**config.mk**
```make
export PLATFORM = sky130hd
export DESIGN_NAME = rsq_sequencer
export DESIGN_NICKNAME = d
export VERILOG_FILES = /design/src/rtl/rsq_pkg.sv /design/src/rtl/rsq_decode.sv /design/src/rtl/rsq_cond.sv /design/src/rtl/rsq_core.sv /design/src/rtl/rsq_sequencer.sv
export SDC_FILE = /design/constraint.sdc
export NUM_CORES = 1
export LEC_CHECK = 0
export ABC_CLOCK_PERIOD_IN_PS = 3360
export CAP_MARGIN = 20
export CELL_PAD_IN_SITES_DETAIL_PLACEMENT = 0
export CELL_PAD_IN_SITES_GLOBAL_PLACEMENT = 2
export CORE_ASPECT_RATIO = 1.4
export CORE_MARGIN = 4
export CORE_UTILIZATION = 31
export CTS_BUF_LIST = sky130_fd_sc_hd__clkbuf_4 sky130_fd_sc_hd__clkbuf_8
export DETAILED_ROUTE_END_ITERATION = 8
export PLACE_DENSITY_LB_ADDON = 0.1
export SYNTH_ARGS = -nofsm -noshare
export SYNTH_HDL_FRONTEND = slang
export SYNTH_HIERARCHICAL = 1
export SYNTH_SLANG_ARGS = --single-unit
```
**constraint.sdc**
```tcl
create_clock -name clk -period 3.36 [get_ports clk]
set_input_delay 0.504 -clock clk [delete_from_list [all_inputs] [get_ports clk]]
set_output_delay 0.504 -clock clk [all_outputs]
set_load 0.01 [all_outputs]
```
**src/rtl/rsq_pkg.sv**
```systemverilog
package rsq_pkg;

    localparam logic [7:0] OPC_CALL = 8'hCD;
    localparam logic [7:0] OPC_RET  = 8'hC9;
    localparam logic [7:0] OPC_CRET = 8'hE0;

    typedef enum logic [2:0] {
        MC_FETCH,
        MC_OPLO,
        MC_OPHI,
        MC_PUSHHI,
        MC_PUSHLO,
        MC_POPLO,
        MC_POPHI
    } mcyc_e;

    typedef enum logic [1:0] {
        K_OTHER,
        K_CALL,
        K_RET,
        K_CRET
    } kind_e;

endpackage

```
**src/rtl/rsq_decode.sv**
```systemverilog
module rsq_decode
    import rsq_pkg::*;
#(
    parameter int DW          = 8,
    parameter int TW          = 3,
    parameter int FETCH_LONG  = 6,
    parameter int FETCH_SHORT = 4
) (
    input  logic [DW-1:0] op_i,
    output kind_e         kind_o,
    output logic [TW-1:0] fetch_len_o
);
    always_comb begin
        kind_o      = K_OTHER;
        fetch_len_o = TW'(FETCH_SHORT);
        if (op_i == DW'(OPC_CALL)) begin
            kind_o      = K_CALL;
            fetch_len_o = TW'(FETCH_LONG);
        end else if (op_i == DW'(OPC_CRET)) begin
            kind_o      = K_CRET;
            fetch_len_o = TW'(FETCH_LONG);
        end else if (op_i == DW'(OPC_RET)) begin
            kind_o      = K_RET;
        end
    end
endmodule

```
**src/rtl/rsq_cond.sv**
```systemverilog
module rsq_cond
    import rsq_pkg::*;
#(
    parameter int DW       = 8,
    parameter int COND_BIT = 2
) (
    input  kind_e         kind_i,
    input  logic [DW-1:0] flags_i,
    output logic          take_pop_o
);
    localparam logic [DW-1:0] COND_MASK = DW'(1) << COND_BIT;

    logic flag_set;

    always_comb begin
        flag_set   = |(flags_i & COND_MASK);
        take_pop_o = (kind_i == K_RET) || ((kind_i == K_CRET) && !flag_set);
    end
endmodule

```
**src/rtl/rsq_core.sv**
```systemverilog
module rsq_core
    import rsq_pkg::*;
#(
    parameter int          AW       = 16,
    parameter int          DW       = 8,
    parameter int          TW       = 3,
    parameter logic [15:0] PC_RESET = 16'h1240,
    parameter logic [15:0] SP_RESET = 16'h0001
) (
    input  logic          clk,
    input  logic          rst_n,
    input  logic [DW-1:0] rdata_i,
    input  kind_e         kind_i,
    input  logic [TW-1:0] fetch_len_i,
    input  logic          take_pop_i,
    output logic [DW-1:0] op_o,
    output logic [AW-1:0] addr_o,
    output logic          rd_o,
    output logic          wr_o,
    output logic [DW-1:0] wdata_o,
    output logic [AW-1:0] pc_o,
    output logic [AW-1:0] sp_o,
    output logic          done_o
);
    localparam logic [TW-1:0] T_ONE  = TW'(1);
    localparam logic [TW-1:0] T_TWO  = TW'(2);
    localparam logic [TW-1:0] T_LAST = TW'(3);
    localparam logic [TW-1:0] T_OPC  = TW'(4);

    typedef struct packed {
        mcyc_e         mc;
        logic [TW-1:0] t;
        logic [DW-1:0] op;
        logic [DW-1:0] lo;
        logic [DW-1:0] hi;
        logic [AW-1:0] pc;
        logic [AW-1:0] sp;
        logic          done;
    } st_t;

    st_t q, d;

    always_comb begin
        d        = q;
        d.done   = 1'b0;
        d.t      = q.t + T_ONE;
        addr_o   = q.pc;
        rd_o     = 1'b0;
        wr_o     = 1'b0;
        wdata_o  = '0;
        case (q.mc)
            MC_FETCH: begin
                rd_o = (q.t <= T_LAST);
                if (q.t == T_LAST) begin
                    d.op = rdata_i;
                    d.pc = q.pc + AW'(1);
                end
                if ((q.t >= T_OPC) && (q.t == fetch_len_i)) begin
                    d.t = T_ONE;
                    case (kind_i)
                        K_CALL:  d.mc = MC_OPLO;
                        K_RET:   d.mc = MC_POPLO;
                        K_CRET: begin
                            if (take_pop_i) d.mc = MC_POPLO;
                            else            d.done = 1'b1;
                        end
                        default: d.done = 1'b1;
                    endcase
                end
            end
            MC_OPLO, MC_OPHI: begin
                rd_o = 1'b1;
                if (q.t == T_LAST) begin
                    d.t  = T_ONE;
                    d.pc = q.pc + AW'(1);
                    if (q.mc == MC_OPLO) begin
                        d.lo = rdata_i;
                        d.mc = MC_OPHI;
                    end else begin
                        d.hi = rdata_i;
                        d.mc = MC_PUSHHI;
                    end
                end
            end
            MC_PUSHHI, MC_PUSHLO: begin
                addr_o  = q.sp - AW'(1);
                wr_o    = (q.t == T_TWO);
                wdata_o = (q.mc == MC_PUSHHI) ? q.pc[AW-1:DW] : q.pc[DW-1:0];
                if (q.t == T_LAST) begin
                    d.t  = T_ONE;
                    d.sp = q.sp - AW'(1);
                    if (q.mc == MC_PUSHHI) begin
                        d.mc = MC_PUSHLO;
                    end else begin
                        d.mc   = MC_FETCH;
                        d.pc   = {q.hi, q.lo};
                        d.done = 1'b1;
                    end
                end
            end
            MC_POPLO, MC_POPHI: begin
                addr_o = q.sp;
                rd_o   = 1'b1;
                if (q.t == T_LAST) begin
                    d.t  = T_ONE;
                    d.sp = q.sp + AW'(1);
                    if (q.mc == MC_POPLO) begin
                        d.lo = rdata_i;
                        d.mc = MC_POPHI;
                    end else begin
                        d.pc   = {rdata_i, q.lo};
                        d.mc   = MC_FETCH;
                        d.done = 1'b1;
                    end
                end
            end
            default: begin
                d.mc = MC_FETCH;
                d.t  = T_ONE;
            end
        endcase
    end

    always_ff @(posedge clk) begin
        if (!rst_n) begin
            q.mc   <= MC_FETCH;
            q.t    <= T_ONE;
            q.op   <= '0;
            q.lo   <= '0;
            q.hi   <= '0;
            q.pc   <= AW'(PC_RESET);
            q.sp   <= AW'(SP_RESET);
            q.done <= 1'b0;
        end else begin
            q <= d;
        end
    end

    assign op_o   = q.op;
    assign pc_o   = q.pc;
    assign sp_o   = q.sp;
    assign done_o = q.done;


    done_single_chk: assert property (@(posedge clk) disable iff (!rst_n)
        done_o |=> !done_o);


    strobe_excl_chk: assert property (@(posedge clk) disable iff (!rst_n)
        wr_o |-> !rd_o);


    wr_pulse_chk: assert property (@(posedge clk) disable iff (!rst_n)
        wr_o |=> !wr_o);


    push_dec_chk: assert property (@(posedge clk) disable iff (!rst_n)
        (q.mc == MC_PUSHHI && q.t == T_LAST) |=> (sp_o == AW'($past(sp_o) - AW'(1))));


    pop_inc_chk: assert property (@(posedge clk) disable iff (!rst_n)
        (q.mc == MC_POPLO && q.t == T_LAST) |=> (sp_o == AW'($past(sp_o) + AW'(1))));


    fallthru_chk: assert property (@(posedge clk) disable iff (!rst_n)
        (q.mc == MC_FETCH && q.t >= T_OPC && q.t == fetch_len_i &&
         kind_i == K_CRET && !take_pop_i) |=> ($stable(sp_o) && done_o));

endmodule

```
**src/rtl/rsq_sequencer.sv**
```systemverilog
module rsq_sequencer
    import rsq_pkg::*;
#(
    parameter int          AW       = 16,
    parameter int          DW       = 8,
    parameter int          COND_BIT = 2,
    parameter logic [15:0] PC_RESET = 16'h1240,
    parameter logic [15:0] SP_RESET = 16'h0001
) (
    input  logic          clk,
    input  logic          rst_n,
    input  logic [DW-1:0] flags_i,
    input  logic [DW-1:0] rdata_i,
    output logic [AW-1:0] addr_o,
    output logic          rd_o,
    output logic          wr_o,
    output logic [DW-1:0] wdata_o,
    output logic [AW-1:0] pc_o,
    output logic [AW-1:0] sp_o,
    output logic          done_o
);
    localparam int TW = 3;

    logic [DW-1:0] op_q;
    kind_e         kind;
    logic [TW-1:0] fetch_len;
    logic          take_pop;

    rsq_decode #(.DW(DW), .TW(TW)) decode_i (
        .op_i        (op_q),
        .kind_o      (kind),
        .fetch_len_o (fetch_len)
    );

    rsq_cond #(.DW(DW), .COND_BIT(COND_BIT)) cond_i (
        .kind_i     (kind),
        .flags_i    (flags_i),
        .take_pop_o (take_pop)
    );

    rsq_core #(
        .AW(AW), .DW(DW), .TW(TW),
        .PC_RESET(PC_RESET), .SP_RESET(SP_RESET)
    ) core_i (
        .clk         (clk),
        .rst_n       (rst_n),
        .rdata_i     (rdata_i),
        .kind_i      (kind),
        .fetch_len_i (fetch_len),
        .take_pop_i  (take_pop),
        .op_o        (op_q),
        .addr_o      (addr_o),
        .rd_o        (rd_o),
        .wr_o        (wr_o),
        .wdata_o     (wdata_o),
        .pc_o        (pc_o),
        .sp_o        (sp_o),
        .done_o      (done_o)
    );
endmodule

```
Yosys cells after proc, flatten, opt, wreduce, memory -nomap -nowiden:

Index checks and enable logic that the tools add are counted.

* register bits after elaboration: 63
* bits of input ports: 18
* logic and storage cells: 99

* add/subtract/negate cells: 4
* magnitude comparators: 2
* eq/ne operators: 26
* muxes and demuxes: 39
* bitwise logic cells: 1
* reduce and logical (&&, ||, !) cells: 19

Operator list (count)
* $mux W33: 2
* $pmux W16 S2: 2
* $pmux W16 S4: 1
* $mux W16: 3
* $mux W8: 6
* $add A16 B1 Y16 const B: 2
* $mux W32: 1
* $eq A8 B8 Y1 const B: 3
* $mux W6: 4
* $pmux W6 S4: 1
* $pmux W8 S2: 1
* $sub A16 B1 Y16 const B: 1
* $ne A2 B1 Y1 const B: 7
* $eq A3 B2 Y1 const B: 4
* $mux W3: 4
* $eq A3 B3 Y1 const B: 3
* $pmux W3 S3: 1
* $mux W2: 4
* $reduce_or A2 Y1: 4
* $reduce_and A7 Y1: 1
* $mux W1: 6
* $reduce_and A3 Y1: 2
* $reduce_and A6 Y1: 1
* $reduce_and A5 Y1: 1
* 21 further kinds: 26

Depth between registers and ports, before layout:

* word-level depth: 11
* depth in mapped cells: 10
* mapped depth without buffers: 8

Modules after synthesis:

Netlist, hierarchy kept.

By module, submodules not included
* rsq_core: times used 1, cells an instance 616, area an instance 4490.6 um2, sequential area each 1261.2 um2
* rsq_decode: times used 1, cells an instance 12, area an instance 93.8 um2, sequential area each 0.0 um2
* rsq_cond: times used 1, cells an instance 1, area an instance 11.3 um2, sequential area each 0.0 um2

Least setup slack after synthesis:

No wires, ideal clock.

* path type: reg2out
* from: reg core_i.q (netlist bit core_i/sp_o[0])
* to: out addr_o[14]
* arrival time: 2.175 ns
* path slack: 0.681 ns
* stages on the path, launching flop included: 8
* path buffers: 1
* path through: dfxtp_1 inv_1 ha_1 or4b_2 clkbuf_1 nor4_1 o21ai_0 a221o_1

* cells in the longest elaborated chain, start to end: 2

RTL lines
* start: declaration: RTL line rsq_core.sv:41 `st_t q, d;`
* $sub A16 B1 Y16: RTL line rsq_core.sv:86 `addr_o = q.sp - AW'(1);`
* $pmux W16 S2: RTL line rsq_core.sv:51 `case (q.mc)`
* end: declaration: RTL line rsq_sequencer.sv:14 `output logic [AW-1:0] addr_o,`

Every way passes these cells.

Worst setup path in the final report:

* from: reg core_i.q (netlist bit core_i/sp_o[0])
* to: out addr_o[8]

The elaborated chain is that of the path after synthesis.

==> flow_summary_export.csv <==
group,metric,value,unit
run_status,status,"finished clean",
clocking,cts_root_buf,"clkbuf_8",
pwr,combPwrFrac,11.9,%
timing,skew,0.00786,ns
floorplanning,coreArea,0.0145,mm^2
grt,grt_pass1_vias,4657,
timing,tightest_slew,0.774,ns
pwr,p_sw,487,uW
synthesis,synth_warnings,6,
flow_run,drv_cap,0,
setup_path,critPathCaptureType,"output pin",
floorplanning,ioPinCount,77,
synthesis,synth_edf_count,0,
finish,final_area,0.00558,mm^2
floorplanning,num_rows,52,
timing,drv_slew,0,
pwr,power,1.79,mW
clocking,path_clk_slew,0.07,ns
pwr,internal_power,1.31,mW
synthesis,ys_top_cells_by_area,"dfxtp_1 27%, buf_4 7.0%, nand2_1 6.7%, o21ai_0 5.7%, a21oi_1 5.4%",
pwr,power_density,321,mW/mm^2
pwr,sw_frac_of_total,27.1,%
pwr,power_frac_clock,44.2,%
clocking,htree_num_levels,3,
setup_path,required,2.86,ns
detailed_routing,drtIter0Drc,259,
clocking,postCtsSetupBuffers,0,
detailed_routing,vias,4700,
grt,gr-total-overflow,0,
timing,fin_crit,3.16,ns
timing,setup_viol_count_final,0,
pwr,power_frac_seq,43.9,%
synthesis,yosysTopAreaCell,"dfxtp_1",
finish,area_growth,21.5,%
min_path,worstHoldStart,"core_i/op_o[7]$_SDFFE_PN0P_",
detailed_routing,drtPass1Iterations,4,
clocking,clock_latency,0.36,ns
timing,grt_setup_unrepaired,"false",
grt,grt_pass1_wl,26.7,mm
synthesis,yosysSeqAreaShare,27.4,%
min_path,hp-class,"reg -> reg",
clocking,hold_buffers,0,
clocking,cts_tree,"done",
setup_path,critPathLaunchType,"flop",
setup_path,critical_path_class,"reg -> out",
setup_path,critical_path_peak_fanout,6,
grt,grt_use_total,19.8,%
setup_path,r2r-start,"core_i/q[61]$_SDFFE_PN0P_",
detailed_routing,drcViolationCount,0,
timing,fmax,317,MHz
place,dp_hpwl,12.5,mm
synthesis,synth_flop_cell,"dfxtp_1",
floorplanning,die_h,152,um
setup_path,critPathLaunch,"core_i/sp_o[0]$_SDFFE_PN1P_",
grt,grt_max_degree,34,
floorplanning,start_util,31.7,%
timing,max-slew-margin-rel,48.1,%
setup_path,critPathArrivalTime,2.65,ns
finish,final_util,38.5,%
synthesis,synth_common_cells,"82 x nand2_1, 63 x dfxtp_1, 52 x o21ai_0",
floorplanning,dieArea,0.0169,mm^2
timing,fin_crit_sh,93.9,%
grt,antenna_found_initial,0,
place,place_congestion,0.853,
synthesis,yosysMostFrequentCell,"nand2_1",
detailed_routing,routed_wl,16.9,mm
place,portBuffers,69,
synthesis,synth_cell_types,70,
pwr,leakagePower,1.94,nW
clocking,cts.path.max_buffers,2,
finish,layout.nets,684,
finish,drive_above_1_share,12.6,%
synthesis,netlist_area,0.00460,mm^2
synthesis,async_reset_ff_share,0,%
synthesis,synth.top_cell.area_share,27.4,%
detailed_routing,vias_per_cell,5.54,
timing,setup-tns-final,0,ns
synthesis,synth_area_per_cell,7.31,um^2
detailed_routing,wl_per_cell,20.0,um
finish,antennaDiodeCount,0,
timing,timing.final.hold_violations,0,
pwr,peakVddDrop,0.183,mV
clocking,cts_buffers,9,
synthesis,synth_fp_nets,659,
detailed_routing,antenna_left,0,
synthesis,synthCells,629,
place,placed_cell_area,0.00529,mm^2
clocking,clock-sinks,63,
synthesis,ys_seq_elements,63,
floorplanning,die_w,111,um
==> power groups by stage <==
stage | sequential [mW] | combinational, mW | clock, mW
floorplan | 0.797 | 0.135 | 0
global placement | 0.804 | 0.214 | 0
detailed placement | 0.805 | 0.216 | 0
CTS | 0.787 | 0.216 | 0.813
global route | 0.790 | 0.241 | 0.850
finish | 0.787 | 0.214 | 0.793
==> layout by cell type (no fill, tap or decap), types with 7 or more instances in the layout <==
cell type	n
a21oi_1	50
a221o_1	9
and3_1	11
buf_4	39
clkbuf_8	11
clkdlybuf4s50_1	67
dfxtp_1	62
ha_1	11
inv_1	15
mux2i_1	11
nand2_1	82
nand3_1	30
nand4_1	7
nor2_1	38
nor3_1	18
nor4_1	7
o211ai_1	10
o21ai_0	52
==> layout make-up <==
cell class                 count  area, um^2
clock inverter                 5        80.1
clock buffer                  11         151
multi-input combinational    456        2800
fill                        1554        8930
timing repair buffer         108         988
inverter                      16        60.1
sequential                    63        1260
tap                          189         236
==> timing repair <==
item,4_1_cts,5_1_grt
endpoints found under the setup margin,3,11
pin swaps,0,0
resized for setup,4,8
==> flip-flops by register name, indices dropped and copies added (netlist names) <==
name           flops
core_i/done_o      1
core_i/op_o        8
core_i/pc_o       16
core_i/q          22
core_i/sp_o       16
==> critical path, stage by stage (launching register included) <==
cell	delay, ns
dfxtp_1	0.32
inv_1	0.10
ha_1	0.19
or4b_4	0.54
nor4_2	0.23
o21ai_0	0.12
a221o_1	0.32
clkdlybuf4s50_1	0.48
==> per-layer routing <==
metal,vias up,share of wire (%),GRT usage [%]
met2,106,53,36.6
li1,2274,-,-
met1,2304,42,23.6
met5,-,0,0
met3,16,4.1,3.18
met4,0,1.6,5.52
==> cell families after synthesis <==
| family | synth area share (%) |
|---|---|
| simple gates | 26.6 |
| mux | 2.86 |
| flops | 27.4 |
| other cells | 0.163 |
| compound gates | 24.9 |
| xor+xnor | 1.91 |
| fa+ha+maj | 3.27 |
| buf+inv | 12.9 |
==> through the flow <==
stage | hold WS, ns | std cells | setup WS [ns]
global route | 0.482 | 848 | 0.00732
global placement | 0.445 | 832 | 0.309
finish | 0.454 | 848 | 0.204
floorplan | 0.430 | 629 | 0.681
CTS | 0.455 | 848 | 0.0214
detailed placement | 0.444 | 832 | 0.272
==> worst paths after layout <==
path	endpoint	slack (ns)	cells after the start
setup / recovery	addr_o[8]	0.20	7
setup reg to reg	core_i/pc_o[13]$_SDFFE_PN0P_	0.74	9
hold / removal	core_i/op_o[7]$_SDFFE_PN0P_	0.45	2
hold reg to reg	core_i/op_o[7]$_SDFFE_PN0P_	0.45	2
Note: power is estimated with default switching activity, not from simulation.
